`src/rtl/quad_ref_pkg.sv`:
```
package quad_ref_pkg;
  // Strobes from the control side to the accumulator
  typedef struct packed {
    logic advance;  // add the held tuning word this cycle
    logic clear;    // zero the accumulator this cycle
  } accStrobe_t;

  localparam int unsigned NUM_GATES = 4;
  localparam int unsigned QUAD_W    = 2;
endpackage

```
`src/rtl/quad_ref_ctrl.sv`:
```
module quad_ref_ctrl
  import quad_ref_pkg::*;
#(
  parameter int unsigned ACC_W = 32
) (
  input  logic             clk,
  input  logic             rst,
  input  logic [ACC_W-1:0] tuneWord,
  input  logic             tuneLoad,
  input  logic             phaseClear,
  output logic [ACC_W-1:0] tuneReg,
  output accStrobe_t       accStrobe
);
  // Held tuning word: changes only on its strobe
  always_ff @(posedge clk) begin
    if (rst)           tuneReg <= '0;
    else if (tuneLoad) tuneReg <= tuneWord;
  end

  // Clear has priority over the normal phase step
  always_comb begin
    accStrobe.clear   = phaseClear;
    accStrobe.advance = ~phaseClear;
  end
endmodule

```
`src/rtl/quad_ref_accum.sv`:
```
module quad_ref_accum
  import quad_ref_pkg::*;
#(
  parameter int unsigned ACC_W = 32
) (
  input  logic             clk,
  input  logic             rst,
  input  logic [ACC_W-1:0] tuneReg,
  input  accStrobe_t       accStrobe,
  output logic [ACC_W-1:0] acc
);
  logic [ACC_W-1:0] accNext;

  always_comb begin
    accNext = acc;
    if (accStrobe.clear)        accNext = '0;
    else if (accStrobe.advance) accNext = acc + tuneReg;  // wraps mod 2^ACC_W
  end

  always_ff @(posedge clk) begin
    if (rst) acc <= '0;
    else     acc <= accNext;
  end
endmodule

```
`src/rtl/quad_ref_decode.sv`:
```
module quad_ref_decode
  import quad_ref_pkg::*;
#(
  parameter int unsigned PHASE_W = 12
) (
  input  logic                 clk,
  input  logic                 rst,
  input  logic [PHASE_W-1:0]   phaseTop,
  output logic [PHASE_W-1:0]   stimPhase,
  output logic [NUM_GATES-1:0] gate,
  output logic                 sqI,
  output logic                 sqQ
);
  localparam logic [NUM_GATES-1:0] GATE_RST = NUM_GATES'(1);

  logic [QUAD_W-1:0]    quadrant;
  logic [NUM_GATES-1:0] gateNext;

  assign quadrant = phaseTop[PHASE_W-1 -: QUAD_W];

  for (genvar g = 0; g < NUM_GATES; g++) begin : g_gate
    assign gateNext[g] = (quadrant == QUAD_W'(g));
  end

  // Registered so no decode glitch reaches the external switches
  always_ff @(posedge clk) begin
    if (rst) begin
      stimPhase <= '0;
      gate      <= GATE_RST;
      sqI       <= 1'b1;
      sqQ       <= 1'b0;
    end else begin
      stimPhase <= phaseTop;
      gate      <= gateNext;
      sqI       <= ~quadrant[1];
      sqQ       <= quadrant[1] ^ quadrant[0];
    end
  end
endmodule

```
`src/rtl/quad_ref_gen.sv`:
```
module quad_ref_gen
  import quad_ref_pkg::*;
#(
  parameter int unsigned ACC_W   = 32,
  parameter int unsigned PHASE_W = 12
) (
  input  logic               clk,
  input  logic               rst,
  input  logic [ACC_W-1:0]   tuneWord,
  input  logic               tuneLoad,
  input  logic               phaseClear,
  output logic [PHASE_W-1:0] stimPhase,
  output logic [3:0]         gate,
  output logic               sqI,
  output logic               sqQ
);
  logic [ACC_W-1:0] tuneReg;
  logic [ACC_W-1:0] acc;
  accStrobe_t       accStrobe;

  quad_ref_ctrl #(.ACC_W(ACC_W)) u_ctrl (
    .clk(clk), .rst(rst), .tuneWord(tuneWord), .tuneLoad(tuneLoad),
    .phaseClear(phaseClear), .tuneReg(tuneReg), .accStrobe(accStrobe)
  );

  quad_ref_accum #(.ACC_W(ACC_W)) u_accum (
    .clk(clk), .rst(rst), .tuneReg(tuneReg), .accStrobe(accStrobe), .acc(acc)
  );

  quad_ref_decode #(.PHASE_W(PHASE_W)) u_decode (
    .clk(clk), .rst(rst), .phaseTop(acc[ACC_W-1 -: PHASE_W]),
    .stimPhase(stimPhase), .gate(gate), .sqI(sqI), .sqQ(sqQ)
  );
endmodule

```
`config.mk`:
```
export PLATFORM = sky130hd
export DESIGN_NAME = quad_ref_gen
export DESIGN_NICKNAME = d
export VERILOG_FILES = /design/src/rtl/quad_ref_pkg.sv /design/src/rtl/quad_ref_ctrl.sv /design/src/rtl/quad_ref_accum.sv /design/src/rtl/quad_ref_decode.sv /design/src/rtl/quad_ref_gen.sv
export SDC_FILE = /design/constraint.sdc
export NUM_CORES = 1
export LEC_CHECK = 0
export BUFFER_PORTS_ARGS = -buffer_cell sky130_fd_sc_hd__buf_2
export CORE_ASPECT_RATIO = 0.6
export CORE_UTILIZATION = 54
export CTS_BUF_LIST = sky130_fd_sc_hd__clkbuf_8
export CTS_CLUSTER_DIAMETER = 30
export DETAILED_ROUTE_END_ITERATION = 16
export HOLD_SLACK_MARGIN = 0.05
export PLACE_DENSITY = 0.76
export RECOVER_POWER = 100
export SYNTH_ARGS = -nofsm -noshare
export SYNTH_HDL_FRONTEND = slang
export SYNTH_SLANG_ARGS = --single-unit
export TNS_END_PERCENT = 100
```
`constraint.sdc`:
```
create_clock -name clk -period 2.4 [get_ports clk]
set_input_delay 0.12 -clock clk [delete_from_list [all_inputs] [get_ports clk]]
set_output_delay 0.12 -clock clk [all_outputs]
set_load 0.01 [all_outputs]
```
* Word-level counts from Yosys, hierarchy flattened
Index checks and enable logic that the tools add are counted.
Cells by class: reductions and logical operators 2, divide/modulo/power cells 0, $add $sub $neg 1, magnitude comparators 0, bitwise operators 2, equality and inequality tests 3, $mul 0, muxes and demuxes 0, shifts and indexed selects 0
Operators with widths (count):
- adder 32 bit | 1
- equality test 2 bit, second input constant | 2
- equality test 2 x 1 -> 1 bit, second input constant | 1
- logical NOT 2 bit | 1
- OR reduction 2 bit | 1
- NOT 1 bit | 1
- XOR 1 bit | 1
Word-level totals: bits in latches 0, bits in writable memories 0, memories kept 0, register bits after elaboration 82, output and inout bits 18, input port bits 36, logic and storage cells 14, bits in read-only memories 0

* Longest topological paths before layout
Gate-level depths: netlist of the first run.
depth in word-level cells 1, depth in mapped cells 9, depth with buffers taken out 9

* Modules after synthesis
Synthesis of the first run repeated with hierarchy kept, for this count alone.
Unflattened totals: cells, all modules 473, area, all modules 4419.2 µm²
By module, submodules not included:
- quad_ref_accum | area each 2693.8 µm², instances 1, seq. area each 640.6 µm², cells each 325
- quad_ref_ctrl | area each 1174.9 µm², instances 1, seq. area each 640.6 µm², cells each 105
- quad_ref_decode | area each 550.5 µm², instances 1, seq. area each 360.3 µm², cells each 43

* Least setup slack after synthesis of the first run
Ideal clock, no wire load.
path kind register to register, from reg u_ctrl.tuneReg[0], to reg u_accum.acc[24], arrival time 2.235 ns, period minus slack after synthesis 2.363 ns, buffers on the path 0, data required time 2.272 ns, setup time 0.128 ns, slack 0.037 ns, cell stages (with the launch flop) 10, cells stage by stage dfxtp_1 > ha_1 > fa_1 > a21o_1 > a221oi_2 > o21ai_2 > a311o_1 > a31oi_1 > xor2_1 > nor2_1
On the way: word-level cells in the longest chain between the ends 1
RTL lines:
- start, declared | line quad_ref_ctrl.sv:11 | output logic [ACC_W-1:0] tuneReg,
- start signal, assigned | line quad_ref_ctrl.sv:17 | else if (tuneLoad) tuneReg <= tuneWord;
- adder 32 bit | line quad_ref_accum.sv:17 | else if (accStrobe.advance) accNext = acc + tuneReg;
- end signal, assigned | line quad_ref_accum.sv:22 | else acc <= accNext;
- end, declared | line quad_ref_accum.sv:10 | output logic [ACC_W-1:0] acc
Every way passes these cells. A chain may end at the register's enable or synchronous reset.

* Worst setup path in the final report of the first run
Ends and elaborated chain as after synthesis.

==> results of run 1 <==
## sequential cells by signal, summed over array words and instances (netlist names)
name / count
u_decode.sqI: 1
u_decode.stimPhase: 12
u_decode.sqQ: 1
u_accum.acc: 32
u_decode.gate: 4
u_ctrl.tuneReg: 32
## layout by cell type (no fill, tap or decap), drive strengths merged, types with 2 or more instances in the layout
cell / instances
or2: 3
xnor2: 12
a21oi: 30
a21boi: 2
o21ai: 14
nand4: 3
nand3: 10
buf: 41
clkinv: 3
o211ai: 5
or3: 3
nand2b: 2
o21bai: 5
inv: 10
nor3: 7
and3: 7
a41oi: 2
o31ai: 2
bufinv: 2
xor2: 11
dfxtp: 82
nor3b: 3
and2: 5
o21a: 8
dlygate4sd3: 32
a211oi: 4
ha: 35
clkbuf: 36
a31oi: 5
nand2: 20
nor2b: 16
a21o: 15
mux2i: 35
nor2: 69
## per-stage QoR
step	util [%]	setup WS, ns	setup TNS (ns)
6_report	69.3	0.0709	0
5_1_grt	69.3	-0.0489	-0.0734
4_1_cts	69.4	0.0335	0
3_5_place_dp	61.9	-0.0416	-0.0568
3_3_place_gp	61.9	0.0385	0
2_1_floorplan	-	0.0372	0
## area by class of cell
cell class | count | area, µm² | area share, %
well taps | 104 | 130 | 2.56
repair buffers | 99 | 648 | 12.8
clock buffers | 10 | 138 | 2.71
multi-input cells | 342 | 2390 | 47.1
flip-flops and latches | 82 | 1640 | 32.4
clock inverters | 6 | 90.1 | 1.77
inverters | 10 | 37.5 | 0.739
## worst paths after layout
| check | end | cells past startpoint | slack [ns] |
|---|---|---|---|
| min | u_accum.acc[26] | 3 | 0.10 |
| min reg2reg | u_decode.stimPhase[3] | 1 | 0.47 |
| max reg2reg | u_accum.acc[24] | 9 | 0.07 |
| max | u_accum.acc[24] | 9 | 0.07 |
## worst max-delay path, delay by kind of cell (launching register included)
family,cells,cell delay [ns]
xor+xnor,1,0.17
simple gates,1,0.05
flops,1,0.33
fa+ha+maj,2,0.52
compound gates,5,1.13
## cells by family after synthesis
| group | count (synthesis) |
|---|---|
| fa+ha+maj | 36 |
| simple gates | 150 |
| flops | 82 |
| buf+inv | 29 |
| compound gates | 98 |
| xor+xnor | 23 |
| mux | 35 |
## power groups by stage
stage                     Combinational (W)  Sequential (W)  Clock, W
after floorplan                    0.000253         0.00148         0
after global placement             0.000338         0.00148         0
after detailed placement           0.000348         0.00148         0
after CTS                          0.000392         0.00145   0.00115
after global routing               0.000440         0.00146   0.00121
final                              0.000397         0.00145   0.00112
## layer usage
layer | vias up | share of wire, % | global-route usage [%]
met1 | 1615 | 50 | 36.5
met4 | 0 | 1.2 | 5.77
met5 | - | 0 | 0
met2 | 129 | 41 | 38.8
met3 | 14 | 7.2 | 8.30
li1 | 1777 | - | -
## what timing repair did
action / in CTS / in global routing
hold endpoints to repair: 32 / 0
resized for setup: 1 / 9
cloned: 0 / 0
hold buffers: 32 / 0
setup endpoints to repair: 3 / 15
pin swaps: 4 / 2
setup buffers: 0 / 4
==> flow_metrics.env, run 1 <==
export IMPL_run_status="finished with violations"
export IMPL_violations="max-capacitance violations, max-slew violations"
export IMPL_synth_ff_type="sky130_fd_sc_hd__dfxtp_1"
export IMPL_synth_xor_area_share_pct=4.86
export IMPL_worstSetupStartpoint="u_ctrl.tuneReg[0]"
export IMPL_seq_power_share_pct=48.9
export IMPL_criticalPathCategory="reg2reg"
export IMPL_core_area_um2=7330
export IMPL_synth_area_mux_share_pct=8.46
export IMPL_finalSetupViolations=0
export IMPL_detailedPlacementHpwl_mm=6.77
export IMPL_grt_remaining_overflow=0
export IMPL_timing_final_crit_share_pct=97.0
export IMPL_die_width_um=115
export IMPL_post_syn_area_um2=4140
export IMPL_cp_data_required_time_ns=2.65
export IMPL_dr_vias_cell=5.41
export IMPL_cap_violations=1
export IMPL_post_synthesis_adder_cell_area_fraction_pct=11.1
export IMPL_routed_wirelength_mm=9.74
export IMPL_global_route_usage_total_pct=26.0
export IMPL_syn_mean_instance_area_um2=9.14
export IMPL_clk_root_buffer_cell="sky130_fd_sc_hd__clkbuf_8"
export IMPL_antenna_left=0
export IMPL_synth_compound_area_share_pct=16.1
export IMPL_max_slew_worst_pin_slew_ns=1.55
export IMPL_final_weighted_congestion_in_routability_driven_placement=0.883
export IMPL_proportion_of_register_bits_with_asynchronous_set_or_reset_after_synthesis_pct=0
export IMPL_finalPower_w=0.00297
export IMPL_worst_clock_skew_ns=0.00743
export IMPL_final_max_slew_viol_count=21
export IMPL_worst_path_largest_cell_delay_ns=0.33
export IMPL_die_h_um=69.8
export IMPL_tritoncts_num_buffers=9
export IMPL_critPathSlowestCell="sky130_fd_sc_hd__dfxtp_2"
export IMPL_fin_crit_ns=2.33
export IMPL_postLayoutCellArea_um2=5080
export IMPL_peakVddDrop_mv=0.407
export IMPL_synthTopCellsByArea="sky130_fd_sc_hd__dfxtp_1, sky130_fd_sc_hd__ha_1, sky130_fd_sc_hd__mux2i_1"
export IMPL_dr_first_iter_drc_count=255
export IMPL_max_clock_freq_mhz=429
export IMPL_synth_top_family_by_area="simple AND/OR/NAND/NOR gates"
export IMPL_distinct_cells_synth=49
export IMPL_grt_pass1_wl_mm=16.0
export IMPL_synthesis_instances=453
export IMPL_htree_num_levels=3
export IMPL_dpl_cell_count=601
export IMPL_clock_path_buffers=2
export IMPL_placedInstanceArea_um2=4530
export IMPL_grt_start_max_net_pins=32
export IMPL_ios=54
export IMPL_max_slew_margin_rel_pct=-3.44
export IMPL_flow_area_growth_from_synthesis_pct=22.6
export IMPL_nNetsFinal=616
export IMPL_sequence_of_cells_on_the_critical_path="ha_2 -> fa_2 -> a21o_1 -> a221oi_2 -> o21ai_1 -> a311o_1 -> a31oi_1 -> xor2_1 -> nor2_1"
export IMPL_yosysWarningCount=0
export IMPL_routed_via_count=3535
export IMPL_total_switching_power_w=0.000752
export IMPL_layoutNonFillerInstCount=653
export IMPL_min_path_type="in2reg"
export IMPL_post_synth_edffs=0
export IMPL_antenna_diode_count=0
export IMPL_hold_wc_startpoint="phaseClear"
export IMPL_drive_above_1_share_pct=13.1
export IMPL_wl_per_cell_um=14.9
export IMPL_buffer_ports_inserted=53
export IMPL_critPathCaptureType="flip-flop"
export IMPL_finalHoldViolCount=0
export IMPL_synth_most_common_cell="sky130_fd_sc_hd__dfxtp_1"
export IMPL_power_switching_fraction_pct=25.3
export IMPL_fillerInstances=635
export IMPL_first_global_vias=3352
export IMPL_cellInternalPower_w=0.00222
export IMPL_starting_utilization_of_the_core_area_pct=56.5
export IMPL_synth_top_cell_area_share_pct=39.6
export IMPL_seq_area_frac_synth_pct=39.6
export IMPL_cts_tree="done"
export IMPL_die_area_um2=8040
export IMPL_detail_route_drc_violations=0
export IMPL_synth_largest_area_cell="sky130_fd_sc_hd__dfxtp_1"
export IMPL_timing_critical_path_from_type="flip-flop"
export IMPL_rows=24
export IMPL_synth_seq_cells=82
export IMPL_synth_nets=525
export IMPL_cellPowerDensity_nw_per_um2=586
export IMPL_critical_path_reg2reg_startpoint="u_ctrl.tuneReg[0]"
export IMPL_cts_sinks=82
export IMPL_synth_simple_gate_area_share_pct=17.1
export IMPL_antenna_found_initial=0
export IMPL_timing_hold_ws_ns=0.100
export IMPL_timing_critical_path_fanout_max=3
export IMPL_post_synth_most_frequent_cells="sky130_fd_sc_hd__dfxtp_1, sky130_fd_sc_hd__nor2_1, sky130_fd_sc_hd__ha_1, sky130_fd_sc_hd__mux2i_1, sky130_fd_sc_hd__a21oi_1"
export IMPL_drt_pass1_iter_count=5
export IMPL_clkLatencyLatePin_ns=0.37
export IMPL_critPathArrivalTime_ns=2.57
export IMPL_clock_power_share_pct=37.8
export IMPL_post_cts_clock_slew_at_the_launch_and_capture_registers_of_the_worst_setup_and_hold_paths_ns=0.08
export IMPL_comb_power_share_pct=13.4
export IMPL_power_static_leakage_nw=2.34
Power figures use the tool's default switching activity.
==> run 2, diff against run 1 <==
SLEW_MARGIN = 20   (was default)
clock period = 2 ns   (was 2.4 ns; I/O delays follow)
==> run 2 against run 1 <==
The run ends with negative setup slack left. Sequential share of layout area is 3.2 points lower. Clock skew is 0.0035 ns higher. Critical endpoint is now u_accum.acc[20]. Highest routed layer unchanged. Final cell count is 7.5% higher. Via count is 8.7% higher. Global-route usage is 2.9 points higher. Setup slack worse by 0.39 ns. Die area stayed put. Design area is 11% higher. Critical path depth is 2 higher. Total power is 20% higher. Fmax is 0.39% higher.
==> flow_metrics.env, run 2 (same netlist as run 1, synthesis figures left out) <==
export IMPL_dr_vias_cell=5.47
export IMPL_dpl_cell_count=647
export IMPL_layout_common_cells="sky130_fd_sc_hd__dfxtp_1, sky130_fd_sc_hd__nor2_1, sky130_fd_sc_hd__buf_4"
export IMPL_final_weighted_congestion_in_routability_driven_placement=0.899
export IMPL_clock_path_buffers=2
export IMPL_total_area_of_multi_input_combinational_cells_um2=2570
export IMPL_max_slew_margin_rel_pct=42.2
export IMPL_mostFrequentLayoutCell="sky130_fd_sc_hd__dfxtp_1"
export IMPL_path_delay_family="compound AO/OA/AOI/OAI gates"
export IMPL_max_clock_freq_mhz=431
export IMPL_timing_final_crit_share_pct=116
export IMPL_reg_top3="u_accum.acc (32), u_ctrl.tuneReg (32), u_decode.stimPhase (12)"
export IMPL_global_route_usage_total_pct=28.9
export IMPL_regArea_um2=1650
export IMPL_flow_area_growth_from_synthesis_pct=36.1
export IMPL_routed_wirelength_mm=10.9
export IMPL_grt_start_max_net_pins=33
export IMPL_critPathSlowestCell="sky130_fd_sc_hd__dfxtp_2"
export IMPL_layoutNonFillerInstCount=702
export IMPL_ios=54
export IMPL_finalPower_w=0.00356
export IMPL_rows=24
export IMPL_cp_common_cell="sky130_fd_sc_hd__buf_4"
export IMPL_violations="negative setup slack"
export IMPL_cp_data_required_time_ns=2.23
export IMPL_run_status="finished with violations"
export IMPL_die_width_um=115
export IMPL_worst_clock_skew_ns=0.0109
export IMPL_drive_above_1_share_pct=25.4
export IMPL_htree_num_levels=3
export IMPL_buffer_ports_inserted=53
export IMPL_max_slew_worst_pin_slew_ns=0.867
export IMPL_postLayoutCellArea_um2=5640
export IMPL_wl_per_cell_um=15.5
export IMPL_routed_via_count=3842
export IMPL_cts_tree="done"
export IMPL_clk_root_buffer_cell="sky130_fd_sc_hd__clkbuf_8"
export IMPL_die_h_um=69.8
export IMPL_critPathArrivalTime_ns=2.55
export IMPL_min_path_type="in2reg"
export IMPL_detailedPlacementHpwl_mm=7.33
export IMPL_final_setup_worst_slack_ns=-0.320
export IMPL_detail_route_drc_violations=0
export IMPL_antenna_left=0
export IMPL_power_static_leakage_nw=2.60
export IMPL_finalSetupViolations=21
export IMPL_cap_violations=0
export IMPL_placedInstanceArea_um2=4910
export IMPL_antenna_found_initial=0
export IMPL_grt_remaining_overflow=0
export IMPL_clkLatencyLatePin_ns=0.36
export IMPL_worst_path_largest_cell_delay_ns=0.34
export IMPL_final_max_slew_viol_count=0
export IMPL_first_global_vias=3771
export IMPL_starting_utilization_of_the_core_area_pct=56.5
export IMPL_dr_first_iter_drc_count=238
export IMPL_peakVddDrop_mv=0.468
export IMPL_cellPowerDensity_nw_per_um2=632
export IMPL_unrepaired_setup_endpoints_after_global_routing="true"
export IMPL_die_area_um2=8040
export IMPL_tritoncts_num_buffers=9
export IMPL_critPathCaptureType="flip-flop"
export IMPL_fin_crit_ns=2.32
export IMPL_timing_critical_path_fanout_max=3
export IMPL_nNetsFinal=665
export IMPL_post_cts_clock_slew_at_the_launch_and_capture_registers_of_the_worst_setup_and_hold_paths_ns=0.08
export IMPL_timing_critical_path_from_type="flip-flop"
export IMPL_fillerInstances=518
export IMPL_antenna_diode_count=0
export IMPL_drt_pass1_iter_count=4
export IMPL_cts_sinks=82
export IMPL_grt_pass1_wl_mm=17.7
export IMPL_criticalPathCategory="reg2reg"
export IMPL_critical_path_n_buffers_inverters=2
export IMPL_finalHoldViolCount=0
export IMPL_core_area_um2=7330
export IMPL_sequence_of_cells_on_the_critical_path="ha_4 -> fa_2 -> a21o_1 -> a221oi_2 -> o21ai_2 -> buf_4 -> a31oi_2 -> buf_4 -> o21bai_1 -> xnor2_1 -> nor2_1"
==> run 2: cell types whose count changed in the layout (fill, tap and decap cells not counted), moves of 3 or more <==
| cell | delta |
|---|---|
| sky130_fd_sc_hd__ha_1 | -7 |
| sky130_fd_sc_hd__a21oi_1 | -4 |
| sky130_fd_sc_hd__o21ai_2 | +3 |
| sky130_fd_sc_hd__a21oi_2 | +3 |
| sky130_fd_sc_hd__buf_4 | +50 |
| sky130_fd_sc_hd__clkbuf_1 | -3 |
| sky130_fd_sc_hd__ha_4 | +6 |
==> run 2: what timing repair did <==
action / 4_1_cts / 5_1_grt
cloned: 0 / 0
hold endpoints to repair: 32 / 0
hold buffers: 32 / 0
pin swaps: 15 / 4
resized for setup: 30 / 9
buffers inserted: 7 / 1
setup endpoints to repair: 22 / 26
==> run 2: power breakdown <==
part | internal, W | switching, W | leakage (nW) | total [W]
sequential | 0.00170 | 0.0000458 | 0.671 | 0.00175
combinational | 0.000306 | 0.000292 | 1.83 | 0.000598
clock | 0.000612 | 0.000600 | 0.100 | 0.00121
total | 0.00262 | 0.000938 | 2.60 | 0.00356
==> run 2: final cells by class <==
type | count | area share, %
clock buffers | 10 | 2.44
repair buffers | 148 | 18.5
clock inverters | 6 | 1.18
flip-flops and latches | 82 | 29.2
inverters | 10 | 0.666
multi-input cells | 342 | 45.7
well taps | 104 | 2.31
==> run 2: stage by stage <==
stage / setup TNS (ns) / util (%) / hold slack (ns) / worst slack [ns]
after floorplan: -1.22 / - / 0.247 / -0.225
after global routing: -6.85 / 76.9 / 0.0967 / -0.442
after detailed placement: -3.96 / 67.0 / 0.340 / -0.304
final: -3.98 / 76.9 / 0.0858 / -0.320
after CTS: -3.20 / 77.0 / 0.0584 / -0.280
after global placement: -2.71 / 67.0 / 0.333 / -0.247
==> run 2: final timing paths <==
| check | from | endpoint | slack [ns] | cells after the start |
|---|---|---|---|---|
| hold reg to reg | u_accum.acc[21] | u_decode.stimPhase[1] | 0.47 | 1 |
| setup / recovery | u_ctrl.tuneReg[0] | u_accum.acc[20] | -0.32 | 11 |
| setup reg to reg | u_ctrl.tuneReg[0] | u_accum.acc[20] | -0.32 | 11 |
| hold / removal | phaseClear | u_accum.acc[25] | 0.09 | 3 |
==> run 2: metal layers <==
| metal | vias to the layer above | wire (µm) | track usage, % |
|---|---|---|---|
| met3 | 26 | 737 | 8.39 |
| met1 | 1810 | 5200 | 38.6 |
| li1 | 1864 | - | - |
| met5 | - | 0 | 0 |
| met2 | 142 | 4790 | 44.8 |
| met4 | 0 | 179 | 9.52 |
==> run 2: worst reg2reg max path, stage by stage (launching register included) <==
cell and delay (ns):
sky130_fd_sc_hd__dfxtp_2 0.34, sky130_fd_sc_hd__ha_4 0.16, sky130_fd_sc_hd__fa_2 0.34, sky130_fd_sc_hd__a21o_1 0.21, sky130_fd_sc_hd__a221oi_2 0.29, sky130_fd_sc_hd__o21ai_2 0.11
sky130_fd_sc_hd__buf_4 0.14, sky130_fd_sc_hd__a31oi_2 0.17, sky130_fd_sc_hd__buf_4 0.15, sky130_fd_sc_hd__o21bai_1 0.07, sky130_fd_sc_hd__xnor2_1 0.14, sky130_fd_sc_hd__nor2_1 0.06
==> run 3, diff against run 2 <==
CTS_BUF_LIST = sky130_fd_sc_hd__clkbuf_4   (was sky130_fd_sc_hd__clkbuf_8)
==> run 3 against run 2 <==
First-iteration DRC count up 0.42%. Largest cell class unchanged. Largest power group unchanged. Flip-flop and latch count unchanged. The run still ends with negative setup slack left. Fmax down 2.1%. Combinational power up 6.9%. Non-clock buffer count up 19. Total power down 5.4%. Via count up 3.1%. Sequential share of layout area down 0.98 points. Hold slack better by 0.11 ns. Die area unchanged. Count of clock-buffer cells in the layout unchanged.
==> flow_metrics.env, run 3 (same netlist as run 1, synthesis figures left out) <==
export IMPL_worst_hold_path_endpoint="u_ctrl.tuneReg[6]"
export IMPL_dr_first_iter_drc_count=239
export IMPL_timing_critical_path_from_type="flip-flop"
export IMPL_htree_num_levels=3
export IMPL_routedLengthMet1_mm=5.31
export IMPL_timing_hold_ws_ns=0.199
export IMPL_clkLatencyLatePin_ns=0.45
export IMPL_first_global_vias=3871
export IMPL_final_max_slew_viol_count=0
export IMPL_finalSetupViolations=20
export IMPL_peakVddDrop_mv=0.433
export IMPL_run_status="finished with violations"
export IMPL_violations="negative setup slack"
export IMPL_critical_path_reg2reg_startpoint="u_ctrl.tuneReg[0]"
export IMPL_finalHoldViolCount=0
export IMPL_dr_max_layer_used="met4"
export IMPL_cellPowerDensity_nw_per_um2=574
export IMPL_grt_start_max_net_pins=33
export IMPL_dr_vias_cell=5.50
export IMPL_antenna_diode_count=0
export IMPL_die_area_um2=8040
export IMPL_nNetsFinal=684
export IMPL_timing_final_crit_share_pct=118
export IMPL_die_width_um=115
export IMPL_die_h_um=69.8
export IMPL_holdPathStages=4
export IMPL_fillerInstances=465
export IMPL_total_area_of_multi_input_combinational_cells_um2=2680
export IMPL_core_area_um2=7330
export IMPL_ios=54
export IMPL_route_met3_wl_um=798
export IMPL_worstSetupStartpoint="u_ctrl.tuneReg[0]"
export IMPL_final_weighted_congestion_in_routability_driven_placement=0.899
export IMPL_max_slew_worst_pin_slew_ns=0.899
export IMPL_layout_common_cells="sky130_fd_sc_hd__dfxtp_1, sky130_fd_sc_hd__nor2_1, sky130_fd_sc_hd__buf_4"
export IMPL_min_path_type="in2reg"
export IMPL_final_setup_worst_slack_ns=-0.369
export IMPL_antenna_found_initial=0
export IMPL_power_static_leakage_nw=2.69
export IMPL_wl_per_cell_um=16.0
export IMPL_max_clock_freq_mhz=422
export IMPL_regToRegSetupSlack_ns=-0.37
export IMPL_antenna_left=0
export IMPL_detailedPlacementHpwl_mm=7.33
export IMPL_ff2ff_path_depth=10
export IMPL_global_route_usage_total_pct=29.6
export IMPL_critPathArrivalTime_ns=2.76
export IMPL_starting_utilization_of_the_core_area_pct=56.5
export IMPL_buffer_ports_inserted=53
export IMPL_drive_above_1_share_pct=29.8
export IMPL_grt_pass1_wl_mm=18.1
export IMPL_drt_pass1_iter_count=4
export IMPL_flow_area_growth_from_synthesis_pct=41.6
export IMPL_grt_remaining_overflow=0
export IMPL_routed_via_count=3963
export IMPL_post_cts_clock_slew_at_the_launch_and_capture_registers_of_the_worst_setup_and_hold_paths_ns=0.13
export IMPL_cts_tree="done"
export IMPL_tritoncts_num_buffers=9
export IMPL_cp_data_required_time_ns=2.39
export IMPL_hold_wc_startpoint="tuneLoad"
export IMPL_clk_root_buffer_cell="sky130_fd_sc_hd__clkbuf_4"
export IMPL_critPathCaptureType="flip-flop"
export IMPL_criticalPathCategory="reg2reg"
export IMPL_fin_crit_ns=2.37
export IMPL_timing_critical_path_fanout_max=3
export IMPL_max_slew_margin_rel_pct=40.1
export IMPL_worst_clock_skew_ns=0.0174
export IMPL_cap_violations=0
export IMPL_routed_wl_met2_mm=5.22
export IMPL_crit_reg2reg_capture="u_accum.acc[26]"
export IMPL_setup_tns_final_ns=-4.26
export IMPL_detail_route_drc_violations=0
export IMPL_clock_path_buffers=2
export IMPL_cts_sinks=82
export IMPL_reg_top3="u_accum.acc (32), u_ctrl.tuneReg (32), u_decode.stimPhase (12)"
export IMPL_unrepaired_setup_endpoints_after_global_routing="true"
export IMPL_mostFrequentLayoutCell="sky130_fd_sc_hd__dfxtp_1"
export IMPL_regArea_um2=1660
export IMPL_routed_wirelength_mm=11.6
export IMPL_rows=24
-- run 3: changes by cell type in the layout (fill, tap and decap cells not counted), moves of 2 or more --
| cell | change |
|---|---|
| sky130_fd_sc_hd__dlygate4sd3_1 | +11 |
| sky130_fd_sc_hd__clkbuf_4 | +9 |
| sky130_fd_sc_hd__ha_4 | +3 |
| sky130_fd_sc_hd__a21oi_2 | +7 |
| sky130_fd_sc_hd__dfxtp_2 | +5 |
| sky130_fd_sc_hd__a21boi_2 | +2 |
| sky130_fd_sc_hd__clkbuf_8 | -10 |
| sky130_fd_sc_hd__buf_6 | +2 |
| sky130_fd_sc_hd__dfxtp_1 | -6 |
| sky130_fd_sc_hd__a21boi_1 | -2 |
| sky130_fd_sc_hd__ha_1 | -3 |
| sky130_fd_sc_hd__buf_4 | +7 |
| sky130_fd_sc_hd__a21oi_1 | -7 |
-- run 3: critical path: stages, from the launching register on --
cell and delay (ns):
sky130_fd_sc_hd__dfxtp_2 0.36, sky130_fd_sc_hd__ha_4 0.16, sky130_fd_sc_hd__fa_2 0.34, sky130_fd_sc_hd__a21o_1 0.21
sky130_fd_sc_hd__a221oi_2 0.29, sky130_fd_sc_hd__o21ai_2 0.12, sky130_fd_sc_hd__buf_4 0.15, sky130_fd_sc_hd__a31oi_2 0.18
sky130_fd_sc_hd__o21ai_2 0.11, sky130_fd_sc_hd__a21oi_2 0.18, sky130_fd_sc_hd__mux2i_1 0.21
-- run 3: area by class of cell --
cell class / instances / share of cell area, %
clock buffers: 10 / 1.28
clock inverters: 6 / 1.13
inverters: 10 / 0.640
multi-input cells: 342 / 45.7
flip-flops and latches: 82 / 28.2
well taps: 104 / 2.22
repair buffers: 167 / 20.8
-- run 3: report_power, final --
| part | switching (W) | internal [W] |
|---|---|---|
| combinational | 0.000304 | 0.000334 |
| clock | 0.000579 | 0.000397 |
| sequential | 0.0000490 | 0.00171 |
-- run 3: metrics by stage --
stage	instances	setup slack, ns	util, %	power (W)	cell area (µm²)
floorplan	453	-0.225	-	0.00208	4160
global placement	647	-0.247	67.0	0.00226	4910
detailed placement	647	-0.304	67.0	0.00228	4910
CTS	715	-0.289	78.0	0.00334	5710
global route	721	-0.472	80.1	0.00352	5870
finish	721	-0.369	80.1	0.00337	5870
-- run 3: worst max-delay path by stage --
stage          cells after the start  slack (ns)              end
6_report                          10       -0.37  u_accum.acc[26]
5_1_grt                            9       -0.47  u_accum.acc[30]
4_1_cts                            9       -0.29  u_accum.acc[30]
3_5_place_dp                       9       -0.30  u_accum.acc[30]
3_3_place_gp                       9       -0.25  u_accum.acc[30]
2_1_floorplan                      9       -0.22  u_accum.acc[24]
-- run 3: what timing repair did --
action                                 in CTS  in global routing
endpoints found under the hold margin      38                  0
hold buffers                               43                  0
buffers inserted                            9                  8
resized for setup                          30                 37
setup endpoints to repair                  21                 24
pin swaps                                  17                 13
cloned                                      0                  0
-- run 3: routing by layer --
layer	up-vias	global-route usage (%)
li1	1902	-
met1	1876	39.1
met2	161	45.9
met3	24	8.13
met4	0	11.4
met5	-	0
